`src/rtl/tpt_pkg.sv`:
```
package tpt_pkg;
  localparam int unsigned OFS_CLK   = 'h00;
  localparam int unsigned OFS_CTL   = 'h0C;
  localparam int unsigned OFS_CNT   = 'h18;
  localparam int unsigned OFS_INT   = 'h24;
  localparam int unsigned OFS_MAT   = 'h30;
  localparam int unsigned CH_STRIDE = 4;
  localparam int unsigned PSV_W     = 4;

  typedef struct packed {
    logic             src;
    logic [PSV_W-1:0] psv;
    logic             ps_en;
  } clk_ctl_t;

  typedef struct packed {
    logic pol;
    logic wave_off;
    logic cnt_rst;
    logic mmode;
    logic rsv;
    logic imode;
    logic stop;
  } cnt_ctl_t;

  localparam cnt_ctl_t CTL_RESET = '{pol: 1'b0, wave_off: 1'b1, cnt_rst: 1'b0,
                                     mmode: 1'b0, rsv: 1'b0, imode: 1'b0, stop: 1'b1};
endpackage

```
`src/rtl/tpt_chan_regs.sv`:
```
module tpt_chan_regs
  import tpt_pkg::*;
#(
  parameter int unsigned CH     = 0,
  parameter int unsigned CNT_W  = 16,
  parameter int unsigned ADDR_W = 8,
  parameter int unsigned DATA_W = 32
) (
  input  logic              clk,
  input  logic              rst,
  input  logic              wr_en,
  input  logic [ADDR_W-1:0] addr,
  input  logic [CNT_W-1:0]  wdata,
  input  logic [CNT_W-1:0]  count,
  output clk_ctl_t          clk_ctl,
  output cnt_ctl_t          cnt_ctl,
  output logic [CNT_W-1:0]  interval,
  output logic [CNT_W-1:0]  match,
  output logic [DATA_W-1:0] rd_data
);
  localparam int unsigned CH_OFS = CH_STRIDE * CH;

  logic hit_clk, hit_ctl, hit_cnt, hit_int, hit_mat;

  assign hit_clk = (addr == ADDR_W'(OFS_CLK + CH_OFS));
  assign hit_ctl = (addr == ADDR_W'(OFS_CTL + CH_OFS));
  assign hit_cnt = (addr == ADDR_W'(OFS_CNT + CH_OFS));
  assign hit_int = (addr == ADDR_W'(OFS_INT + CH_OFS));
  assign hit_mat = (addr == ADDR_W'(OFS_MAT + CH_OFS));

  always_ff @(posedge clk) begin
    if (rst) begin
      clk_ctl  <= '0;
      cnt_ctl  <= CTL_RESET;
      interval <= '0;
      match    <= '0;
    end else begin
      // counter reset bit lives for a single cycle
      cnt_ctl.cnt_rst <= 1'b0;
      if (wr_en && hit_clk) clk_ctl <= clk_ctl_t'(wdata[5:0]);
      if (wr_en && hit_ctl) begin
        cnt_ctl     <= cnt_ctl_t'(wdata[6:0]);
        cnt_ctl.rsv <= 1'b0;
      end
      if (wr_en && hit_int) interval <= wdata;
      if (wr_en && hit_mat) match    <= wdata;
    end
  end

  always_comb begin
    rd_data = '0;
    if (hit_clk) rd_data = DATA_W'(clk_ctl);
    if (hit_ctl) rd_data = DATA_W'(cnt_ctl);
    if (hit_cnt) rd_data = DATA_W'(count);
    if (hit_int) rd_data = DATA_W'(interval);
    if (hit_mat) rd_data = DATA_W'(match);
  end
endmodule

```
`src/rtl/tpt_prescaler.sv`:
```
module tpt_prescaler #(
  parameter int unsigned PSV_W = 4
) (
  input  logic             clk,
  input  logic             rst,
  input  logic             clr,
  input  logic             run,
  input  logic             en,
  input  logic [PSV_W-1:0] psv,
  output logic             tick
);
  localparam int unsigned PS_W = 1 << PSV_W;
  localparam logic [PSV_W-1:0] PSV_MAX = '1;

  logic [PS_W-1:0] phase;
  logic [PS_W-1:0] limit;
  logic            last;

  assign limit = {PS_W{1'b1}} >> (PSV_MAX - psv);
  assign last  = !en || (phase == limit);
  assign tick  = run && last;

  always_ff @(posedge clk) begin
    if (rst || clr)  phase <= '0;
    else if (run) begin
      if (last) phase <= '0;
      else      phase <= phase + 1'b1;
    end
  end
endmodule

```
`src/rtl/tpt_chan_core.sv`:
```
module tpt_chan_core #(
  parameter int unsigned CNT_W = 16
) (
  input  logic             clk,
  input  logic             rst,
  input  logic             clr,
  input  logic             tick,
  input  logic             stop,
  input  logic             imode,
  input  logic             mmode,
  input  logic             pol,
  input  logic             wave_off,
  input  logic [CNT_W-1:0] interval,
  input  logic [CNT_W-1:0] match,
  output logic [CNT_W-1:0] count,
  output logic             wave,
  output logic             wave_oe
);
  logic active;

  always_ff @(posedge clk) begin
    if (rst || clr) count <= '0;
    else if (tick) begin
      if (imode && count == interval) count <= '0;
      else                            count <= count + 1'b1;
    end
  end

  assign active = !stop && mmode && (count < match);

  always_ff @(posedge clk) begin
    if (rst) begin
      wave    <= 1'b1;
      wave_oe <= 1'b0;
    end else begin
      wave    <= pol ? active : !active;
      wave_oe <= !wave_off;
    end
  end
endmodule

```
`src/rtl/tri_pwm_timer.sv`:
```
module tri_pwm_timer
  import tpt_pkg::*;
#(
  parameter int unsigned NCH    = 3,
  parameter int unsigned CNT_W  = 16,
  parameter int unsigned ADDR_W = 8,
  parameter int unsigned DATA_W = 32
) (
  input  logic              clk,
  input  logic              rst,
  input  logic              bus_we,
  input  logic              bus_re,
  input  logic [ADDR_W-1:0] bus_addr,
  input  logic [DATA_W-1:0] bus_wdata,
  output logic [DATA_W-1:0] bus_rdata,
  output logic [NCH-1:0]    wave_o,
  output logic [NCH-1:0]    wave_oe
);
  logic [NCH-1:0][CNT_W-1:0]  ch_count, ch_interval, ch_match;
  logic [NCH-1:0][DATA_W-1:0] ch_rd;
  logic [NCH-1:0]             ch_stop, ch_rst, ch_imode, ch_mmode, ch_pol, ch_woff, ch_tick;
  logic [DATA_W-1:0]          rd_any;
  logic                       unused_wdata_hi;

  assign unused_wdata_hi = ^bus_wdata[DATA_W-1:CNT_W];

  for (genvar c = 0; c < NCH; c++) begin : g_ch
    clk_ctl_t clk_ctl;
    cnt_ctl_t cnt_ctl;

    tpt_chan_regs #(.CH(c), .CNT_W(CNT_W), .ADDR_W(ADDR_W), .DATA_W(DATA_W)) u_regs (
      .clk(clk), .rst(rst), .wr_en(bus_we), .addr(bus_addr),
      .wdata(bus_wdata[CNT_W-1:0]), .count(ch_count[c]),
      .clk_ctl(clk_ctl), .cnt_ctl(cnt_ctl),
      .interval(ch_interval[c]), .match(ch_match[c]), .rd_data(ch_rd[c])
    );

    assign ch_stop[c]  = cnt_ctl.stop;
    assign ch_rst[c]   = cnt_ctl.cnt_rst;
    assign ch_imode[c] = cnt_ctl.imode;
    assign ch_mmode[c] = cnt_ctl.mmode;
    assign ch_pol[c]   = cnt_ctl.pol;
    assign ch_woff[c]  = cnt_ctl.wave_off;

    tpt_prescaler #(.PSV_W(PSV_W)) u_ps (
      .clk(clk), .rst(rst), .clr(cnt_ctl.cnt_rst), .run(!cnt_ctl.stop),
      .en(clk_ctl.ps_en), .psv(clk_ctl.psv), .tick(ch_tick[c])
    );

    tpt_chan_core #(.CNT_W(CNT_W)) u_core (
      .clk(clk), .rst(rst), .clr(cnt_ctl.cnt_rst), .tick(ch_tick[c]),
      .stop(cnt_ctl.stop), .imode(cnt_ctl.imode), .mmode(cnt_ctl.mmode),
      .pol(cnt_ctl.pol), .wave_off(cnt_ctl.wave_off),
      .interval(ch_interval[c]), .match(ch_match[c]),
      .count(ch_count[c]), .wave(wave_o[c]), .wave_oe(wave_oe[c])
    );
  end

  always_comb begin
    rd_any = '0;
    for (int c = 0; c < NCH; c++) rd_any = rd_any | ch_rd[c];
  end

  always_ff @(posedge clk) begin
    if (rst)         bus_rdata <= '0;
    else if (bus_re) bus_rdata <= rd_any;
  end
endmodule

```
`config.mk`:
```
export PLATFORM = sky130hd
export DESIGN_NAME = tri_pwm_timer
export DESIGN_NICKNAME = d
export VERILOG_FILES = /design/src/rtl/tpt_pkg.sv /design/src/rtl/tpt_chan_regs.sv /design/src/rtl/tpt_prescaler.sv /design/src/rtl/tpt_chan_core.sv /design/src/rtl/tri_pwm_timer.sv
export SDC_FILE = /design/constraint.sdc
export NUM_CORES = 1
export LEC_CHECK = 0
export BUFFER_PORTS_ARGS = -buffer_cell sky130_fd_sc_hd__buf_2
export CORE_ASPECT_RATIO = 0.6
export CORE_MARGIN = 3
export CORE_UTILIZATION = 30
export DETAILED_ROUTE_END_ITERATION = 10
export SLEW_MARGIN = 10
export SYNTH_ARGS = -nofsm -noshare
export SYNTH_HDL_FRONTEND = slang
export SYNTH_SLANG_ARGS = --single-unit
```
`constraint.sdc`:
```
create_clock -name clk -period 6.79 [get_ports clk]
set_input_delay 0.679 -clock clk [delete_from_list [all_inputs] [get_ports clk]]
set_output_delay 0.679 -clock clk [all_outputs]
set_load 0.02 [all_outputs]
```
After elaboration in Yosys (flattened, before gate mapping)
Index checks and enable logic that the tools add are counted.
{"block": "word_totals", "output_inout_bits": 38, "input_bits": 44, "ramBits": 0, "mem_count": 0, "word_cells": 156, "latch_bits": 0, "rom_bits": 0, "ff_bits": 266}
{"block": "classes", "addsub": 9, "n_eq_ne": 20, "bitwise_logic": 5, "n_mul": 0, "magnitude_cmp": 3, "shift": 3, "div": 0, "n_mux": 24, "reduce_logical": 46}
{"operator": "$mux W16", "count": 15}
{"operator": "$add A16 B1 Y16 const B", "count": 6}
{"operator": "$eq A16 B16 Y1", "count": 6}
{"operator": "$or A32 B32 Y32", "count": 2}
{"operator": "$eq A8 B6 Y1 const B", "count": 7}
{"operator": "$lt A16 B16 Y1", "count": 3}
{"operator": "$shr A16 B4 Y16 const A", "count": 3}
{"operator": "$eq A8 B5 Y1 const B", "count": 4}
{"operator": "$logic_and A1 B1 Y1", "count": 24}
{"operator": "$mux W7", "count": 3}
{"operator": "$mux W6", "count": 3}
{"operator": "$eq A8 B4 Y1 const B", "count": 2}
{"operator": "$logic_not A1 Y1", "count": 12}
{"operator": "$sub A4 B4 Y4 const A", "count": 3}
{"operator": "$eq A8 B3 Y1 const B", "count": 1}
{"operator": "$logic_not A8 Y1", "count": 1}
{"operator": "$logic_or A1 B1 Y1", "count": 6}
{"operator": "$reduce_or A2 Y1", "count": 3}
{"operator": "$mux W1", "count": 3}
{"operator": "$not A1 Y1", "count": 3}

Logic depth before layout (Yosys ltp)
{"block": "depth", "depth_word": 8, "mapped_depth": 11, "ltp_nobuf": 9}

Hierarchy
A second synthesis with hierarchy kept.
{"block": "hier_totals", "cells_unflattened": 1838, "hier_area_um2": 15655.0}
{"mod": "tpt_chan_core", "area_each_um2": 1336.3, "cells_per_inst": 162, "instances": 3, "seq_area_each_um2": 360.3}
{"mod": "tpt_prescaler at g_ch[0].u_ps ...", "area_each_um2": 1163.6, "cells_per_inst": 146, "instances": 2, "seq_area_each_um2": 320.3}
{"mod": "tpt_chan_regs at g_ch[1].u_regs", "area_each_um2": 2314.7, "cells_per_inst": 245, "instances": 1, "seq_area_each_um2": 880.8}
{"mod": "tpt_chan_regs at g_ch[0].u_regs", "area_each_um2": 2240.9, "cells_per_inst": 260, "instances": 1, "seq_area_each_um2": 880.8}
{"mod": "tpt_chan_regs at g_ch[2].u_regs", "area_each_um2": 2194.6, "cells_per_inst": 271, "instances": 1, "seq_area_each_um2": 880.8}
{"mod": "tri_pwm_timer", "area_each_um2": 1395.1, "cells_per_inst": 141, "instances": 1, "seq_area_each_um2": 640.6}
{"mod": "tpt_prescaler at g_ch[2].u_ps", "area_each_um2": 1173.6, "cells_per_inst": 143, "instances": 1, "seq_area_each_um2": 320.3}

Worst setup path before layout
No wires, ideal clock.
{"block": "synth_path", "path_kind": "input -> register", "from": "in bus_addr[7]", "to": "reg g_ch[0].u_regs.interval[5]", "required_time_ps": 6720, "setup_time_ps": 70, "path_buffers": 2, "t_arrival_ps": 2287, "stages": 7, "setup_slack_ps": 4433, "cell_sequence": "nor3_1 nand2_1 nor2_1 clkbuf_1 buf_1 nand3_1 a21oi_1"}
{"block": "synth_via", "elab_chain_cells": 2}
{"element": "start: declaration", "line": "tri_pwm_timer.sv:13", "rtl": "input logic [ADDR_W-1:0] bus_addr,"}
{"element": "$eq A8 B6 Y1", "line": "tpt_chan_regs.sv:28", "rtl": "assign hit_int = (addr == ADDR_W'(OFS_INT + CH_OFS));"}
{"element": "$logic_and A1 B1 Y1", "line": "tpt_chan_regs.sv:45", "rtl": "if (wr_en && hit_int) interval <= wdata;"}
{"element": "end signal: assignment", "line": "tpt_chan_regs.sv:45"}
{"element": "end: declaration", "line": "tpt_chan_regs.sv:17", "rtl": "output logic [CNT_W-1:0] interval,"}
No other way between the ends.
A chain may end at the register's enable or synchronous reset.

Worst setup path in the final report
{"block": "layout_path", "from": "reg g_ch[0].u_regs.clk_ctl[4] (netlist name)", "to": "reg g_ch[0].u_ps.phase[9]"}
{"block": "layout_via", "elab_chain_cells": 5}
{"element": "$sub A4 B4 Y4", "line": "tpt_prescaler.sv:19", "rtl": "assign limit = {PS_W{1'b1}} >> (PSV_MAX - psv);"}
{"element": "$shr A16 B4 Y16", "line": "tpt_prescaler.sv:19"}
{"element": "$eq A16 B16 Y1", "line": "tpt_prescaler.sv:20", "rtl": "assign last = !en || (phase == limit);"}
{"element": "$logic_or A1 B1 Y1", "line": "tpt_prescaler.sv:20"}
{"element": "$mux W16", "line": "tpt_prescaler.sv:26", "rtl": "if (last) phase <= '0;"}
{"element": "end signal: assignment", "line": "tpt_prescaler.sv:27", "rtl": "else phase <= phase + 1'b1;"}
{"element": "end: declaration", "line": "tpt_prescaler.sv:15", "rtl": "logic [PS_W-1:0] phase;"}
No other way between the ends.

==> summary.md <==
| Metric | Value |
|---|---|
| Buffers on Ports | `49` |
| Grt ovf | `0` |
| Combinational power share | `3.9%` |
| Worst-path clk slew | `0.07 ns` |
| Rows | `61` |
| CP endpoint kind | `flip-flop` |
| Largest net degree at the start of global routing | `80` |
| HPWL Detailed | `between 30000 and 40000 um` |
| DRT Wirelength | `around 49000 um` |
| Post-CTS Setup Bufs | `0` |
| Top cell type's share of synthesized area | `34.9%` |
| Worst setup margin | `3.18 ns` |
| CTS sink cnt | `250` |
| Io pins | `a little over 80` |
| Vias in the first global route | `12511` |
| Initial Util | `30.7%` |
| Post-layout util | `33.6%` |
| First-pass GRT wire length | `approximately 75000 um` |
| Iter 0 DRT Violations | `between 1500 and 2000` |
| Crit path time final | `3.61 ns` |
| Hold_buf cts | `0` |
| Tcrit/Tclk final | `53.2%` |
| Synth cell types | `88` |
| Net Sw Frac | `24.1%` |
| WS Path Type | `reg2reg` |
| Slew headroom | `roughly 11%` |
| Gpl congestion | `approximately 0.95` |
| Fmax | `0.277 GHz` |
| Flops & latches, synth | `250` |
| Layout cells sized above 1 | `7.55%` |
| CTS buffer count | `25` |
| Leak | `about 0.0053 uW` |
| NetSw | `762 uW` |
| Final ANT Viol Nets | `0` |
| Slew Viols, Final | `0` |
| Vias post-DR | `13982` |
| Ant. Diodes | `0` |
| GRT Total Usage | `18.9%` |
| Crit start category | `flip-flop` |
| Peak supply drop | `0.171 mV` |
| Final nets | `about 1900` |
| Core Footprint | `46800 um^2` |
| Outcome | `completed` |
| Power Density | `201 nW/um^2` |
| Pint | `roughly 2400 uW` |
| Post-CTS Resized | `0` |
| Final hold vios | `0` |
| Worst-skew pair later-pin latency | `0.56 ns` |
| H-tree depth | `1` |
| Total number of yosys warnings | `0` |
| Number of remaining DRC errors | `0` |
| Final TNS setup | `0 ns` |
| Seq pwr share | `between 40 and 50%` |
| RSZ-0062 raised after global routing | `no` |
| Die span in x | `between 200 and 300 um` |
| Crit path arrival time | `4.01 ns` |
| Top-count cell post-synth | `nand2_1` |
| Sequential area share after synthesis | `around a third` |
| Worst slack, placed | `3.07 ns` |
| Root buf cell | `clkbuf_16` |
| Clock skew | `0.0169 ns` |
| Max-Cap Viols | `0` |
| Most frequently used flop master after synthesis | `dfxtp_1` |
| Worst min-delay path class | `in2reg` |
| Pwr Total | `3160 uW` |
| Area contributors post-synth | `dfxtp_1 35%, nand2_1 8.5%, a21oi_1 6.5%` |
| Average wire per standard cell | `between 20 and 25 um` |
| Deepest clock path buffer count | `3` |
| Post-Syn Instances | `1873` |
| Post-synth top area cell | `dfxtp_1` |
| Peak fanout along the critical path | `18` |
| Synth-to-layout area growth | `9.49%` |
| Synth cell count leaders | `326 x nand2_1, 250 x dfxtp_1, 186 x a21oi_1, 139 x nor2_1, 109 x nand3_1` |
| Worst Max-Slew Pin Slew | `1.30 ns` |
| CTS tree | `done` |
| Die Y | `175 um` |
| Synth async-reset ratio | `0%` |
| Die ar. | `just over 50000 um^2` |
| Post-synth EDFFs | `0` |
| Worst reg2reg setup slack | `3.18 ns` |
| Vias per inst | `around 5.7` |
| CP required | `between 7 and 8 ns` |
| Avg Cell Area, Syn | `between 7 and 8 um^2` |
| Initial antenna violation count | `0` |
| Clk pwr share | `49.4%` |
| Cell area after synthesis | `14300 um^2` |
| Finish-stage setup viols | `0` |
| Drt pass-1 iters | `5` |
[worst max-delay path, cell delays in order, from the launching register on]
cell,delay [ns]
dfxtp_1,0.77
nor4_1,0.14
a211oi_1,0.39
o2111ai_1,0.17
or3_4,0.41
o41a_1,0.59
o21ai_1,0.86
nor2_1,0.12
[state kept, by name (all words and copies together), names as in the netlist]
register              flops
g_ch.u_core.wave_oe       3
g_ch.u_ps.phase          48
g_ch.u_regs.match        48
g_ch.u_regs.interval     48
g_ch.u_core.count        48
g_ch.u_regs.cnt_ctl      18
bus_rdata                16
g_ch.u_core.wave          3
g_ch.u_regs.clk_ctl      18
[through the flow]
step,cell area [um^2],instances,hold slack (ns)
floorplan,14400,1888,0.413
global placement,14800,2426,0.446
detailed placement,14800,2426,0.449
CTS,15700,2470,0.409
global route,15700,2470,0.426
finish,15700,2470,0.446
[cell families (layout without fill, tap and decap cells)]
family,Yosys count,after routing,share of synthesized area [%]
AOI/OAI and AO/OA,464,464,21.7
adders and majority gates,52,52,4.52
muxes,6,6,0.419
xor gates and xnor gates,94,94,5.74
buffers and inverters,228,180,7.19
and+or+nand+nor,778,778,25.5
other,1,16,0.0261
DFF,250,250,34.9
[final cells by class]
| cell class | instances | area [um^2] |
|---|---|---|
| Sequential cell | 250 | 5000 |
| Fill cell | 4879 | 31100 |
| Inverter | 68 | 255 |
| Clock inverter | 14 | 223 |
| Clock buffer | 30 | 674 |
| Tap cell | 630 | 788 |
| Multi-Input combinational cell | 1410 | 8370 |
| Timing Repair Buffer | 68 | 390 |
[metal layers]
| layer | global-route usage, % | vias up | wire length, um |
|---|---|---|---|
| met5 | 1.15 | - | 80 |
| met4 | 3.79 | 2 | 915 |
| met3 | 5.34 | 58 | 5600 |
| met2 | 24.2 | 709 | 18700 |
| met1 | 30.1 | 6719 | 24100 |
| li1 | - | 6494 | - |
[cell usage in the layout, fill, tap and decap left out, types with 37 or more instances in the layout]
master and n:
a21oi_1 186, a22oi_1 61, buf_2 48, dfxtp_1 250, ha_1 51, inv_1 68, nand2_1 326, nand3_1 109
nand4_1 43, nor2_1 139, o21ai_0 39, xnor2_1 57, xor2_1 37
[worst paths after layout]
check | cells after the start | start | end
worst max-delay path | 7 | g_ch[0].u_regs.clk_ctl[4] | g_ch[0].u_ps.phase[9]
worst min-delay path | 3 | bus_wdata[14] | g_ch[2].u_regs.match[14]
worst max register to register | 7 | g_ch[0].u_regs.clk_ctl[4] | g_ch[0].u_ps.phase[9]
worst min register to register | 2 | g_ch[2].u_regs.clk_ctl[5] | g_ch[2].u_regs.clk_ctl[5]
[power groups by stage]
stage / logic [uW] / clock network (uW) / registers [uW]
floorplan: 71.9 / 0 / 1510
global placement: 119 / 0 / 1510
detailed placement: 120 / 0 / 1510
CTS: 120 / 1590 / 1480
global route: 130 / 1640 / 1480
finish: 123 / 1560 / 1480
(Power assumes the default switching activity.)
